==> src/rtl/cs_resolver_pkg.sv <==
package cs_resolver_pkg;

   // Priority search implementation choice.
   typedef enum logic {
      SEARCH_SCAN    = 1'b0,  // descending loop, last assignment wins
      SEARCH_ISOLATE = 1'b1   // isolate lowest set bit, then OR-encode
   } search_style_e;

   // Index width able to hold every entry number plus a distinct invalid code.
   function automatic int idx_width(input int n);
      return $clog2(n + 1);
   endfunction

endpackage

==> src/rtl/cs_entry_bank.sv <==
module cs_entry_bank #(
   parameter int NUM_CS = 8,
   parameter int ADDR_W = 32,
   parameter int IDX_W  = 4
) (
   input  logic                            clk,
   input  logic                            rst_n,
   input  logic                            wr_en,
   input  logic [IDX_W-1:0]                wr_idx,
   input  logic [ADDR_W-1:0]               wr_base,
   input  logic [ADDR_W-1:0]               wr_mask,
   input  logic                            wr_on,
   output logic [NUM_CS-1:0][ADDR_W-1:0]   base_o,
   output logic [NUM_CS-1:0][ADDR_W-1:0]   mask_o,
   output logic [NUM_CS-1:0]               en_o
);

   for (genvar g = 0; g < NUM_CS; g++) begin : g_ent
      localparam logic [IDX_W-1:0] MY_IDX = IDX_W'(g);
      logic sel;
      assign sel = wr_en && (wr_idx == MY_IDX);

      always_ff @(posedge clk) begin
         if (!rst_n) begin
            base_o[g] <= '0;
            mask_o[g] <= '0;
            en_o[g]   <= 1'b0;
         end else if (sel) begin
            base_o[g] <= wr_base;
            mask_o[g] <= wr_mask;
            en_o[g]   <= wr_on;
         end
      end
   end

endmodule

==> src/rtl/cs_compare.sv <==
module cs_compare #(
   parameter int NUM_CS = 8,
   parameter int ADDR_W = 32
) (
   input  logic [ADDR_W-1:0]               addr,
   input  logic [NUM_CS-1:0][ADDR_W-1:0]   base,
   input  logic [NUM_CS-1:0][ADDR_W-1:0]   mask,
   input  logic [NUM_CS-1:0]               en,
   output logic [NUM_CS-1:0]               hit_vec
);

   for (genvar g = 0; g < NUM_CS; g++) begin : g_cmp
      logic [ADDR_W-1:0] care;
      assign care       = ~mask[g];
      assign hit_vec[g] = en[g] && ((addr & care) == (base[g] & care));
   end

endmodule

==> src/rtl/cs_first_hit.sv <==
module cs_first_hit
   import cs_resolver_pkg::*;
#(
   parameter int            NUM_CS = 8,
   parameter int            IDX_W  = 4,
   parameter search_style_e STYLE  = SEARCH_SCAN
) (
   input  logic [NUM_CS-1:0] hit_vec,
   output logic              any_o,
   output logic [IDX_W-1:0]  idx_o
);

   localparam logic [IDX_W-1:0] INV_IDX = '1;

   if (STYLE == SEARCH_SCAN) begin : g_scan
      always_comb begin
         any_o = 1'b0;
         idx_o = INV_IDX;
         for (int i = NUM_CS - 1; i >= 0; i--) begin
            if (hit_vec[i]) begin
               any_o = 1'b1;
               idx_o = IDX_W'(i);
            end
         end
      end
   end else begin : g_isolate
      localparam logic [NUM_CS-1:0] ONE = NUM_CS'(1);
      logic [NUM_CS-1:0] lowest;
      logic [IDX_W-1:0]  enc;

      assign lowest = hit_vec & (~hit_vec + ONE);

      always_comb begin
         enc = '0;
         for (int i = 0; i < NUM_CS; i++) begin
            if (lowest[i]) enc = enc | IDX_W'(i);
         end
      end

      assign any_o = |hit_vec;
      assign idx_o = any_o ? enc : INV_IDX;
   end

endmodule

==> src/rtl/cs_spare_map.sv <==
module cs_spare_map #(
   parameter int NUM_CS = 8,
   parameter int IDX_W  = 4
) (
   input  logic             clk,
   input  logic             rst_n,
   input  logic             cfg_we,
   input  logic [IDX_W-1:0] cfg_bad,
   input  logic [IDX_W-1:0] cfg_target,
   input  logic             hit_i,
   input  logic [IDX_W-1:0] idx_i,
   output logic [IDX_W-1:0] bad_q,
   output logic [IDX_W-1:0] tgt_q,
   output logic [IDX_W-1:0] cs_o,
   output logic             moved_o,
   output logic             fail_o
);

   localparam logic [IDX_W-1:0] INV_IDX = '1;

   always_ff @(posedge clk) begin
      if (!rst_n) begin
         bad_q <= INV_IDX;
         tgt_q <= INV_IDX;
      end else if (cfg_we) begin
         bad_q <= cfg_bad;
         tgt_q <= cfg_target;
      end
   end

   logic wants_move;
   logic tgt_exists;

   always_comb begin
      wants_move = hit_i && (idx_i == bad_q);
      tgt_exists = int'(tgt_q) < NUM_CS;
      moved_o    = wants_move && tgt_exists;
      fail_o     = wants_move && !tgt_exists;
      cs_o       = moved_o ? tgt_q : idx_i;
   end

endmodule

==> src/rtl/cs_resolver.sv <==
module cs_resolver
   import cs_resolver_pkg::*;
#(
   parameter int            NUM_CS = 8,
   parameter int            ADDR_W = 32,
   parameter int            IDX_W  = cs_resolver_pkg::idx_width(NUM_CS),
   parameter search_style_e STYLE  = SEARCH_SCAN
) (
   input  logic              clk,
   input  logic              rst_n,
   input  logic              ent_we,
   input  logic [IDX_W-1:0]  ent_idx,
   input  logic [ADDR_W-1:0] ent_base,
   input  logic [ADDR_W-1:0] ent_mask,
   input  logic              ent_on,
   input  logic              spr_we,
   input  logic [IDX_W-1:0]  spr_bad,
   input  logic [IDX_W-1:0]  spr_target,
   input  logic              req_valid,
   input  logic [ADDR_W-1:0] req_addr,
   output logic              rsp_valid,
   output logic              rsp_hit,
   output logic [IDX_W-1:0]  rsp_cs,
   output logic              rsp_redirected,
   output logic              rsp_redir_err
);

   localparam logic [IDX_W-1:0] INV_IDX = '1;

   // Elaboration-time parameter checks.
   if (NUM_CS < 1) begin : g_chk_num
      $error("cs_resolver: NUM_CS must be at least 1");
   end
   if (ADDR_W < 1) begin : g_chk_addr
      $error("cs_resolver: ADDR_W must be at least 1");
   end
   if (IDX_W < $clog2(NUM_CS + 1)) begin : g_chk_idx
      $error("cs_resolver: IDX_W too narrow to keep an invalid code apart");
   end

   logic [NUM_CS-1:0][ADDR_W-1:0] tbl_base;
   logic [NUM_CS-1:0][ADDR_W-1:0] tbl_mask;
   logic [NUM_CS-1:0]             en_vec;
   logic [NUM_CS-1:0]             hit_vec;
   logic                          any_hit;
   logic [IDX_W-1:0]              first_idx;
   logic [IDX_W-1:0]              spr_bad_q;
   logic [IDX_W-1:0]              spr_tgt_q;
   logic [IDX_W-1:0]              final_cs;
   logic                          moved;
   logic                          move_fail;

   cs_entry_bank #(
      .NUM_CS (NUM_CS),
      .ADDR_W (ADDR_W),
      .IDX_W  (IDX_W)
   ) u_bank (
      .clk     (clk),
      .rst_n   (rst_n),
      .wr_en   (ent_we),
      .wr_idx  (ent_idx),
      .wr_base (ent_base),
      .wr_mask (ent_mask),
      .wr_on   (ent_on),
      .base_o  (tbl_base),
      .mask_o  (tbl_mask),
      .en_o    (en_vec)
   );

   cs_compare #(
      .NUM_CS (NUM_CS),
      .ADDR_W (ADDR_W)
   ) u_cmp (
      .addr    (req_addr),
      .base    (tbl_base),
      .mask    (tbl_mask),
      .en      (en_vec),
      .hit_vec (hit_vec)
   );

   cs_first_hit #(
      .NUM_CS (NUM_CS),
      .IDX_W  (IDX_W),
      .STYLE  (STYLE)
   ) u_first (
      .hit_vec (hit_vec),
      .any_o   (any_hit),
      .idx_o   (first_idx)
   );

   cs_spare_map #(
      .NUM_CS (NUM_CS),
      .IDX_W  (IDX_W)
   ) u_spare (
      .clk        (clk),
      .rst_n      (rst_n),
      .cfg_we     (spr_we),
      .cfg_bad    (spr_bad),
      .cfg_target (spr_target),
      .hit_i      (any_hit),
      .idx_i      (first_idx),
      .bad_q      (spr_bad_q),
      .tgt_q      (spr_tgt_q),
      .cs_o       (final_cs),
      .moved_o    (moved),
      .fail_o     (move_fail)
   );

   always_ff @(posedge clk) begin
      if (!rst_n) begin
         rsp_valid      <= 1'b0;
         rsp_hit        <= 1'b0;
         rsp_cs         <= INV_IDX;
         rsp_redirected <= 1'b0;
         rsp_redir_err  <= 1'b0;
      end else begin
         rsp_valid <= req_valid;
         if (req_valid) begin
            rsp_hit        <= any_hit;
            rsp_cs         <= final_cs;
            rsp_redirected <= moved;
            rsp_redir_err  <= move_fail;
         end else begin
            rsp_hit        <= 1'b0;
            rsp_cs         <= INV_IDX;
            rsp_redirected <= 1'b0;
            rsp_redir_err  <= 1'b0;
         end
      end
   end

endmodule

==> config.mk <==
export PLATFORM = sky130hd
export DESIGN_NAME = cs_resolver
export DESIGN_NICKNAME = d
export VERILOG_FILES = /design/src/rtl/cs_resolver_pkg.sv /design/src/rtl/cs_entry_bank.sv /design/src/rtl/cs_compare.sv /design/src/rtl/cs_first_hit.sv /design/src/rtl/cs_spare_map.sv /design/src/rtl/cs_resolver.sv
export SDC_FILE = /design/constraint.sdc
export NUM_CORES = 1
export LEC_CHECK = 0
export BUFFER_PORTS_ARGS = -buffer_cell sky130_fd_sc_hd__buf_2
export CAP_MARGIN = 0
export CELL_PAD_IN_SITES_DETAIL_PLACEMENT = 2
export CELL_PAD_IN_SITES_GLOBAL_PLACEMENT = 2
export CORE_MARGIN = 3
export CORE_UTILIZATION = 37
export CTS_CLUSTER_SIZE = 8
export DETAILED_ROUTE_END_ITERATION = 12
export PLACE_DENSITY = 0.88
export SLEW_MARGIN = 20
export SYNTH_ARGS = -nofsm -noshare
export SYNTH_HDL_FRONTEND = slang
export SYNTH_SLANG_ARGS = --single-unit
export TNS_END_PERCENT = 30
==> constraint.sdc <==
create_clock -name clk -period 3.32 [get_ports clk]
set_clock_uncertainty 0.05 [all_clocks]
set_input_delay 0.332 -clock clk [delete_from_list [all_inputs] [get_ports clk]]
set_output_delay 0.332 -clock clk [all_outputs]
set_load 0.01 [all_outputs]
* Yosys cells after proc, flatten, opt, wreduce, memory -nomap -nowiden
Cells that the tools add are included.
Word-level totals: register bits 536, bits of input ports 114, output and inout bits 8, word-level logic and storage cells 111
Operators by class: reductions and logical operators 22, mux-type cells 17, eq/ne operators 16, bitwise gates (word level) 24, magnitude comparators 1
Operator list (number):
- 32-bit bitwise AND | 16
- 32-bit equality test | 8
- 32-bit inverter | 8
- 4-bit two-way mux | 9
- 1-bit logical AND | 19
- 4-bit by 3-bit equality test with 1-bit output, second input constant | 4
- 4-bit by 2-bit equality test with 1-bit output, second input constant | 2
- 1-bit two-way mux | 8
- 4-bit by 1-bit equality test with 1-bit output, second input constant | 1
- 4-bit equality test | 1
- 4-bit logical NOT | 1
- 4-bit less-than comparator, second input constant | 1
- 2-bit AND reduction | 1
- 1-bit logical NOT | 1

* Logic depth before layout (Yosys ltp)
Gate-level depths: netlist of the first run.
word-level depth 16, gate-level depth with buffers 10, gate-level depth less buffers 9

* Cells and area by module
Synthesis of the first run repeated with hierarchy kept, for this count alone.
Unflattened totals: cells, all modules 2334, area, all modules 22858.2 sq um
By module, submodules not included:
- cs_entry_bank | area an instance 18495.2 sq um, cells each 1760, sequential area each 10410.0 sq um, times used 1
- cs_compare | area an instance 3673.5 sq um, cells each 502, sequential area each 0.0 sq um, times used 1
- cs_spare_map | area an instance 402.9 sq um, cells each 44, sequential area each 160.2 sq um, times used 1
- cs_resolver | area an instance 216.5 sq um, cells each 16, sequential area each 160.2 sq um, times used 1
- cs_first_hit | area an instance 70.1 sq um, cells each 12, sequential area each 0.0 sq um, times used 1

* Worst setup path before layout of the first run
Ideal clock, no wire load.
path type input to register, from input port req_addr[28], to register rsp_cs[1], setup slack 0.764 ns, stages on the path 10, library setup time 0.133 ns, arrival time 2.373 ns, buffers on the path 1, path through buf_2 > xnor2_1 > o22ai_1 > or4_1 > a211o_1 > or2_1 > and3_4 > mux2i_4 > o2111a_1 > o221ai_1
On the way: word-level cells in the longest chain between the ends 15, elaborated cells between the ends (all ways) 44
Ends and longest elaborated chain:
- start: declaration | line cs_resolver.sv:20 | input logic [ADDR_W-1:0] req_addr,
- 32-bit bitwise AND | line cs_compare.sv:15 | assign hit_vec[g] = en[g] && ((addr & care) == (base[g] & care));
- 32-bit equality test | line cs_compare.sv:15
- 1-bit logical AND | line cs_compare.sv:15
- 4-bit two-way mux (8 in a row) | line cs_first_hit.sv:20 | if (hit_vec[i]) begin
- 4-bit equality test | line cs_spare_map.sv:35 | wants_move = hit_i && (idx_i == bad_q);
- 1-bit logical AND | line cs_spare_map.sv:35
- 1-bit logical AND | line cs_spare_map.sv:37 | moved_o = wants_move && tgt_exists;
- 4-bit two-way mux (*) | line cs_spare_map.sv:39 | cs_o = moved_o ? tgt_q : idx_i;
- end signal: assignment | line cs_resolver.sv:120 | rsp_cs <= final_cs;
- end: declaration | line cs_resolver.sv:23 | output logic [IDX_W-1:0] rsp_cs,
Every way passes the cells marked *; elsewhere a longest branch is shown, timed or not. A chain may end at the register's enable or synchronous reset.

* Final worst setup path of the first run
from register u_bank.base_o[189] in the netlist's numbering, to register rsp_cs[1]
On the way: word-level cells in the longest chain between the ends 13, elaborated cells between the ends (all ways) 19
Ends and longest elaborated chain:
- start: declaration | line cs_entry_bank.sv:13 | output logic [NUM_CS-1:0][ADDR_W-1:0] base_o,
- start signal: indexed assignment | line cs_entry_bank.sv:29 | base_o[g] <= wr_base;
- 32-bit bitwise AND (*) | line cs_compare.sv:15
- 32-bit equality test (*) | line cs_compare.sv:15
- 1-bit logical AND (*) | line cs_compare.sv:15
- 4-bit two-way mux (6 in a row) | line cs_first_hit.sv:20
- 4-bit equality test | line cs_spare_map.sv:35
- 1-bit logical AND | line cs_spare_map.sv:35
- 1-bit logical AND | line cs_spare_map.sv:37
- 4-bit two-way mux (*) | line cs_spare_map.sv:39
Marked as above.

==> reports/metrics.csv, run 1 <==
metric;value;unit
status;finished, final reports clean;
io_buffers;121;
slew_headroom;37.5;%
hpwl;96.0;mm
grt_start_max_net_pins;141;
htreeDepth;3;
required;3750;ps
synthTopCellsByArea;dfxtp_1 43%, nand2_1 16%, a21boi_0 16%;
maxCapViolCount;0;
grt_usage;39.2;%
worstPathArrival;3700;ps
gr-total-overflow;0;
synth.cell_area;24900;µm²
die_x;265;µm
holdCritPathClass;in -> reg;
worst_pin_slew;938;ps
r2r_end;rsp_cs[1];
grtUsageMet3;8.52;%
cts_buffer_depth;3;
ys_seq_elements;536;
vias_per_cell;6.15;
crit_path_end_kind;flip-flop;
cts.clk_slew.worst_paths;50;ps
finalSetupViolations;0;
hp-start;req_valid;
start_kind;flip-flop;
yosysTopAreaCellShare;43.2;%
gp_congestion;1.04;
crit_chain;xnor2_1 -> buf_4 -> o22ai_1 -> nor4_1 -> and3_1 -> a2bb2o_1 -> a211o_1 -> xor2_2 -> o2111a_1 -> o221ai_1;
syn_inst;3059;
p_leak;9.54;nW
p_per_area;532;nW/µm²
finalSetupTns;0;ps
ant_nets;0;
yosysSeqAreaShare;43.2;%
clk_latency;640;ps
row_count;94;
core;66100;µm²
drc_errors;0;
final_cell_mix;1,057 x nand2_1, 536 x dfxtp_1, 520 x a21boi_0;
met2_usage;61.7;%
hold_depth;3;
crit_fanout;5;
final_common_cell;nand2_1;
cts.sinks;536;
synth_edf_count;0;
min_period_over_period;98.3;%
numCtsBuffers;77;
wl_per_cell;34.4;µm
synthFlopType;dfxtp_1;
dieHeight;265;µm
area_growth;18.3;%
finalCriticalPeriod;3260;ps
max_freq;0.306;GHz
syn_area_per_cell;8.13;µm²
path_class;reg -> reg;
slew_viol_final;0;
grt_pass1_wl;198;mm
antenna_found_initial;9;
async_flop_share;0;%
reg2reg_from;u_bank.base_o[189];
finalNetCount;3316;
first_pass_iters;5;
cts-root-buf;clkbuf_16;
synth-simple-area-share;19.3;%
min_to;rsp_redirected;
cts_tree;yes;
synthMuxAreaShare;0.292;%
grt_pass1_vias;27400;
synth-xor-area-share;9.27;%
reg2reg_slack;60;ps
vias;25100;
ir_drop;0.378;mV
synth_cell_type_count;50;
yosysTopAreaCell;dfxtp_1;
synthAdderAreaFrac;0;%
syn_nets;3173;
finalHoldViolations;0;
initial_core_util;37.6;%
dieArea;70300;µm²
synth_top_family_by_area;compound AO/OA/AOI/OAI gates;
io_pins;122;
ff2ff_path_depth;10;
synth_compound_area_share;22.4;%
crit_slowest_cell;xnor2_1;
critPathMaxStageDelay;450;ps
yosysWarnings;0;
rsz0062_at_grt;no;
wirelength;140;mm
grt-busiest-layer;met2;
drt_iter0_drc;2570;
drive_above_1_share;13.5;%
power;15.6;mW
grt_use_met1;47.1;%
## area by class of cell
cell class	instances	area [µm²]
antenna	7	17.5
clock buffer	86	2010
clock inverter	4	50.0
fill	7269	36700
inverter	10	37.5
multi-input combinational	2242	12800
sequential	536	10700
tap	864	1080
timing repair buffer	335	2630
## metal layers
layer	wire, µm	part of all wire [%]	up-vias
li1	-	-	10500
met1	54300	39	12900
met2	62300	44	1301
met3	11400	8.1	471
met4	12600	8.9	2
met5	12	0.0085	-
## state kept, by name, indices dropped and copies added, names as in the netlist
name,count
rsp_cs,4
rsp_redir_err,1
rsp_valid,1
u_bank.en_o,8
rsp_hit,1
u_spare.bad_q,4
u_spare.tgt_q,4
u_bank.mask_o,256
u_bank.base_o,256
rsp_redirected,1
## cells by family (layout without fill, tap and decap cells)
logic type | Yosys count | after routing
xor gates and xnor gates | 257 | 257
and+or+nand+nor | 1204 | 1204
muxes | 6 | 6
other | 0 | 7
DFF | 536 | 536
AOI/OAI and AO/OA | 775 | 775
buffers and inverters | 281 | 435
## where the power goes
part | internal, mW | leakage (nW) | switching [mW]
Sequential | 6.53 | 4.33 | 0.0858
Combinational | 0.569 | 4.20 | 1.16
Clock | 4.23 | 1.01 | 3.06
## stage by stage
step           area [µm²]  util [%]  worst slack, ps  instances  hold WS, ps
3_5_place_dp        27100      41.0             -345       3971          417
6_report            29400      44.5             55.8       4084         34.7
3_3_place_gp        27100      41.0             -307       3971          399
4_1_cts             29300      44.4             7.07       4076         8.06
5_1_grt             29400      44.5             29.1       4077         28.3
2_1_floorplan       24900         -              764       3059          390
## worst max-delay path, delay by kind of cell (launching register included)
family	cells	cell delay [ps]
simple gates	2	660
xor+xnor	2	730
buf+inv	1	210
compound gates	5	1150
flops	1	330
## how the worst max path moves through the flow
stage	from	endpoint	slack, ps
6_report	u_bank.base_o[189]	rsp_cs[1]	60
5_1_grt	u_bank.base_o[251]	rsp_cs[1]	30
4_1_cts	u_bank.base_o[251]	rsp_cs[1]	7
3_5_place_dp	req_addr[29]	rsp_cs[1]	-340
3_3_place_gp	req_addr[29]	rsp_cs[1]	-310
2_1_floorplan	req_addr[28]	rsp_cs[1]	760
## synth_stat cells (5+ instances only)
library cell / count
nor2_1: 41
clkbuf_1: 150
o211ai_1: 7
buf_6: 6
nand3b_1: 5
xnor2_2: 6
dfxtp_1: 536
nor3_1: 6
nand3_1: 9
buf_1: 24
o22ai_1: 203
o22a_1: 5
nor4_1: 55
nand2_1: 1059
buf_4: 66
o21ai_0: 18
mux2i_1: 5
inv_1: 10
a21boi_0: 520
buf_2: 25
nand4_1: 5
xnor2_1: 248
## repair_timing
item	CTS	global route
pin swaps	0	4
endpoints found under the hold margin	26	0
hold buffers	15	0
setup endpoints to repair	4	5
buffers inserted	0	1
resized for setup	2	5
Power figures use the tool's default switching activity.
==> run 2: changes to the inputs <==
Settings changed: GPL_TIMING_DRIVEN set to 0, RECOVER_POWER set to 50, SLEW_MARGIN 20 to 5.
==> reports/metrics.csv, run 2 (synthesis gave the netlist of run 1 again) <==
metric;value;unit
cts.sinks;536;
power;15.6;mW
n_fill_cell;7523;
wirelength;137;mm
gr-total-overflow;0;
holdCritPathClass;in -> reg;
dieArea;70300;µm²
die_x;265;µm
grtUsageMet3;9.11;%
hpwl;89.4;mm
grt_use_met1;46.5;%
post-place-ws;-609;ps
finalNetCount;3285;
crit_fanout;5;
path_delay_family;compound AO/OA/AOI/OAI gates;
drt_iter0_drc;2524;
area_growth;13.8;%
io_pins;122;
crit_chain;xnor2_1 -> o22ai_1 -> or4_1 -> nor3_4 -> a2bb2o_4 -> a211o_1 -> xor2_2 -> o2111a_1 -> o221ai_1;
crit_path_end_kind;flip-flop;
grt_usage;38.0;%
ant_nets;0;
dp_cells;3946;
cts.clk_slew.worst_paths;50;ps
vias;24900;
initial_core_util;37.6;%
finalSetupTns;0;ps
critPathBufInv;0;
status;finished with violations;
vias_per_cell;6.15;
wl_per_cell;33.9;µm
start_kind;flip-flop;
required;3740;ps
cts-root-buf;clkbuf_16;
met2_usage;57.8;%
setup_ws;149;ps
final_cell_mix;1,059 x nand2_1, 536 x dfxtp_1, 520 x a21boi_0;
final_common_cell;nand2_1;
grt-busiest-layer;met2;
reg_top3;u_bank.base_o: 256 flops, u_bank.mask_o: 256 flops, u_bank.en_o: 8 flops;
ir_drop;0.365;mV
grt_start_max_net_pins;11;
drc_errors;0;
io_buffers;23;
critPathMaxStageDelay;480;ps
antenna_found_initial;10;
finalCriticalPeriod;3170;ps
path_class;reg -> reg;
clk_latency;630;ps
slew_viol_final;9;
numCtsBuffers;77;
p_leak;8.67;nW
row_count;94;
finalSetupViolations;0;
slew_headroom;-2.82;%
max_freq;0.315;GHz
first_pass_iters;5;
finalHoldViolations;0;
crit_slowest_cell;or4_1;
grt_pass1_wl;192;mm
drive_above_1_share;6.67;%
cts_buffer_depth;3;
worstPathArrival;3590;ps
worst_pin_slew;1540;ps
core;66100;µm²
maxCapViolCount;1;
post_cts_buffers;0;
final_cells;4045;
cts_tree;yes;
dieHeight;265;µm
rsz0062_at_grt;no;
min_period_over_period;95.5;%
gp_congestion;0.998;
grt_pass1_vias;26800;
htreeDepth;3;
violations;max-capacitance violations, max-slew violations;
p_per_area;552;nW/µm²
==> run 2: cell count changes in the layout (fill, tap and decap cells not counted), moves of 11 or more <==
cell | before | now
clkbuf_1 | 6 | 174
buf_2 | 120 | 38
buf_12 | 29 | 0
buf_4 | 169 | 66
buf_1 | 0 | 11
==> run 2: repair_timing <==
item	CTS	global route
gates resized for setup	4	2
hold buffers	10	0
endpoints found under the hold margin	9	0
endpoints found under the setup margin	3	2
==> run 2: path summary, 6_finish.rpt <==
kind	startpoint	end	slack, ps	cells after the start
max reg2reg	u_bank.base_o[162]	rsp_cs[2]	150	9
max	u_bank.base_o[162]	rsp_cs[2]	150	9
min	ent_base[18]	u_bank.base_o[146]	60	3
min reg2reg	u_bank.mask_o[252]	u_bank.mask_o[252]	420	2
==> run 2: stage by stage <==
stage	utilization (%)	instance area (µm²)	hold slack [ps]
3_3_place_gp	39.4	26100	402
3_5_place_dp	39.4	26100	413
6_report	42.8	28300	57.1
2_1_floorplan	-	24900	390
4_1_cts	42.8	28300	30.5
5_1_grt	42.8	28300	61.1
==> run 2: layout make-up <==
type                            count  area [µm²]  share of cell area, %
Clock inverter                      4        48.8                  0.173
Buffer                            271        1340                   4.74
Sequential cell                   536       10700                   37.9
Antenna cell                        2        5.00                 0.0177
Inverter                           10        37.5                  0.133
Timing Repair Buffer               33         203                  0.717
Clock buffer                       83        2040                   7.23
Tap cell                          864        1080                   3.82
Multi-Input combinational cell   2242       12800                   45.2
==> run 2: power by group <==
group / switching (mW) / internal [mW]
clock network: 3.07 / 4.30
logic: 1.18 / 0.448
registers: 0.0751 / 6.53
total: 4.33 / 11.3
==> run 2: worst reg2reg max path, delay by kind of cell (launching register included) <==
family,cells,cell delay (ps)
AOI/OAI and AO/OA,5,1100
and+or+nand+nor,2,910
xor gates and xnor gates,2,630
DFF,1,330
==> run 2: routing by layer <==
metal	up-vias	routed length (µm)
met5	-	63
met4	8	12000
met3	478	12300
met2	1361	58800
met1	12700	54000
li1	10400	-
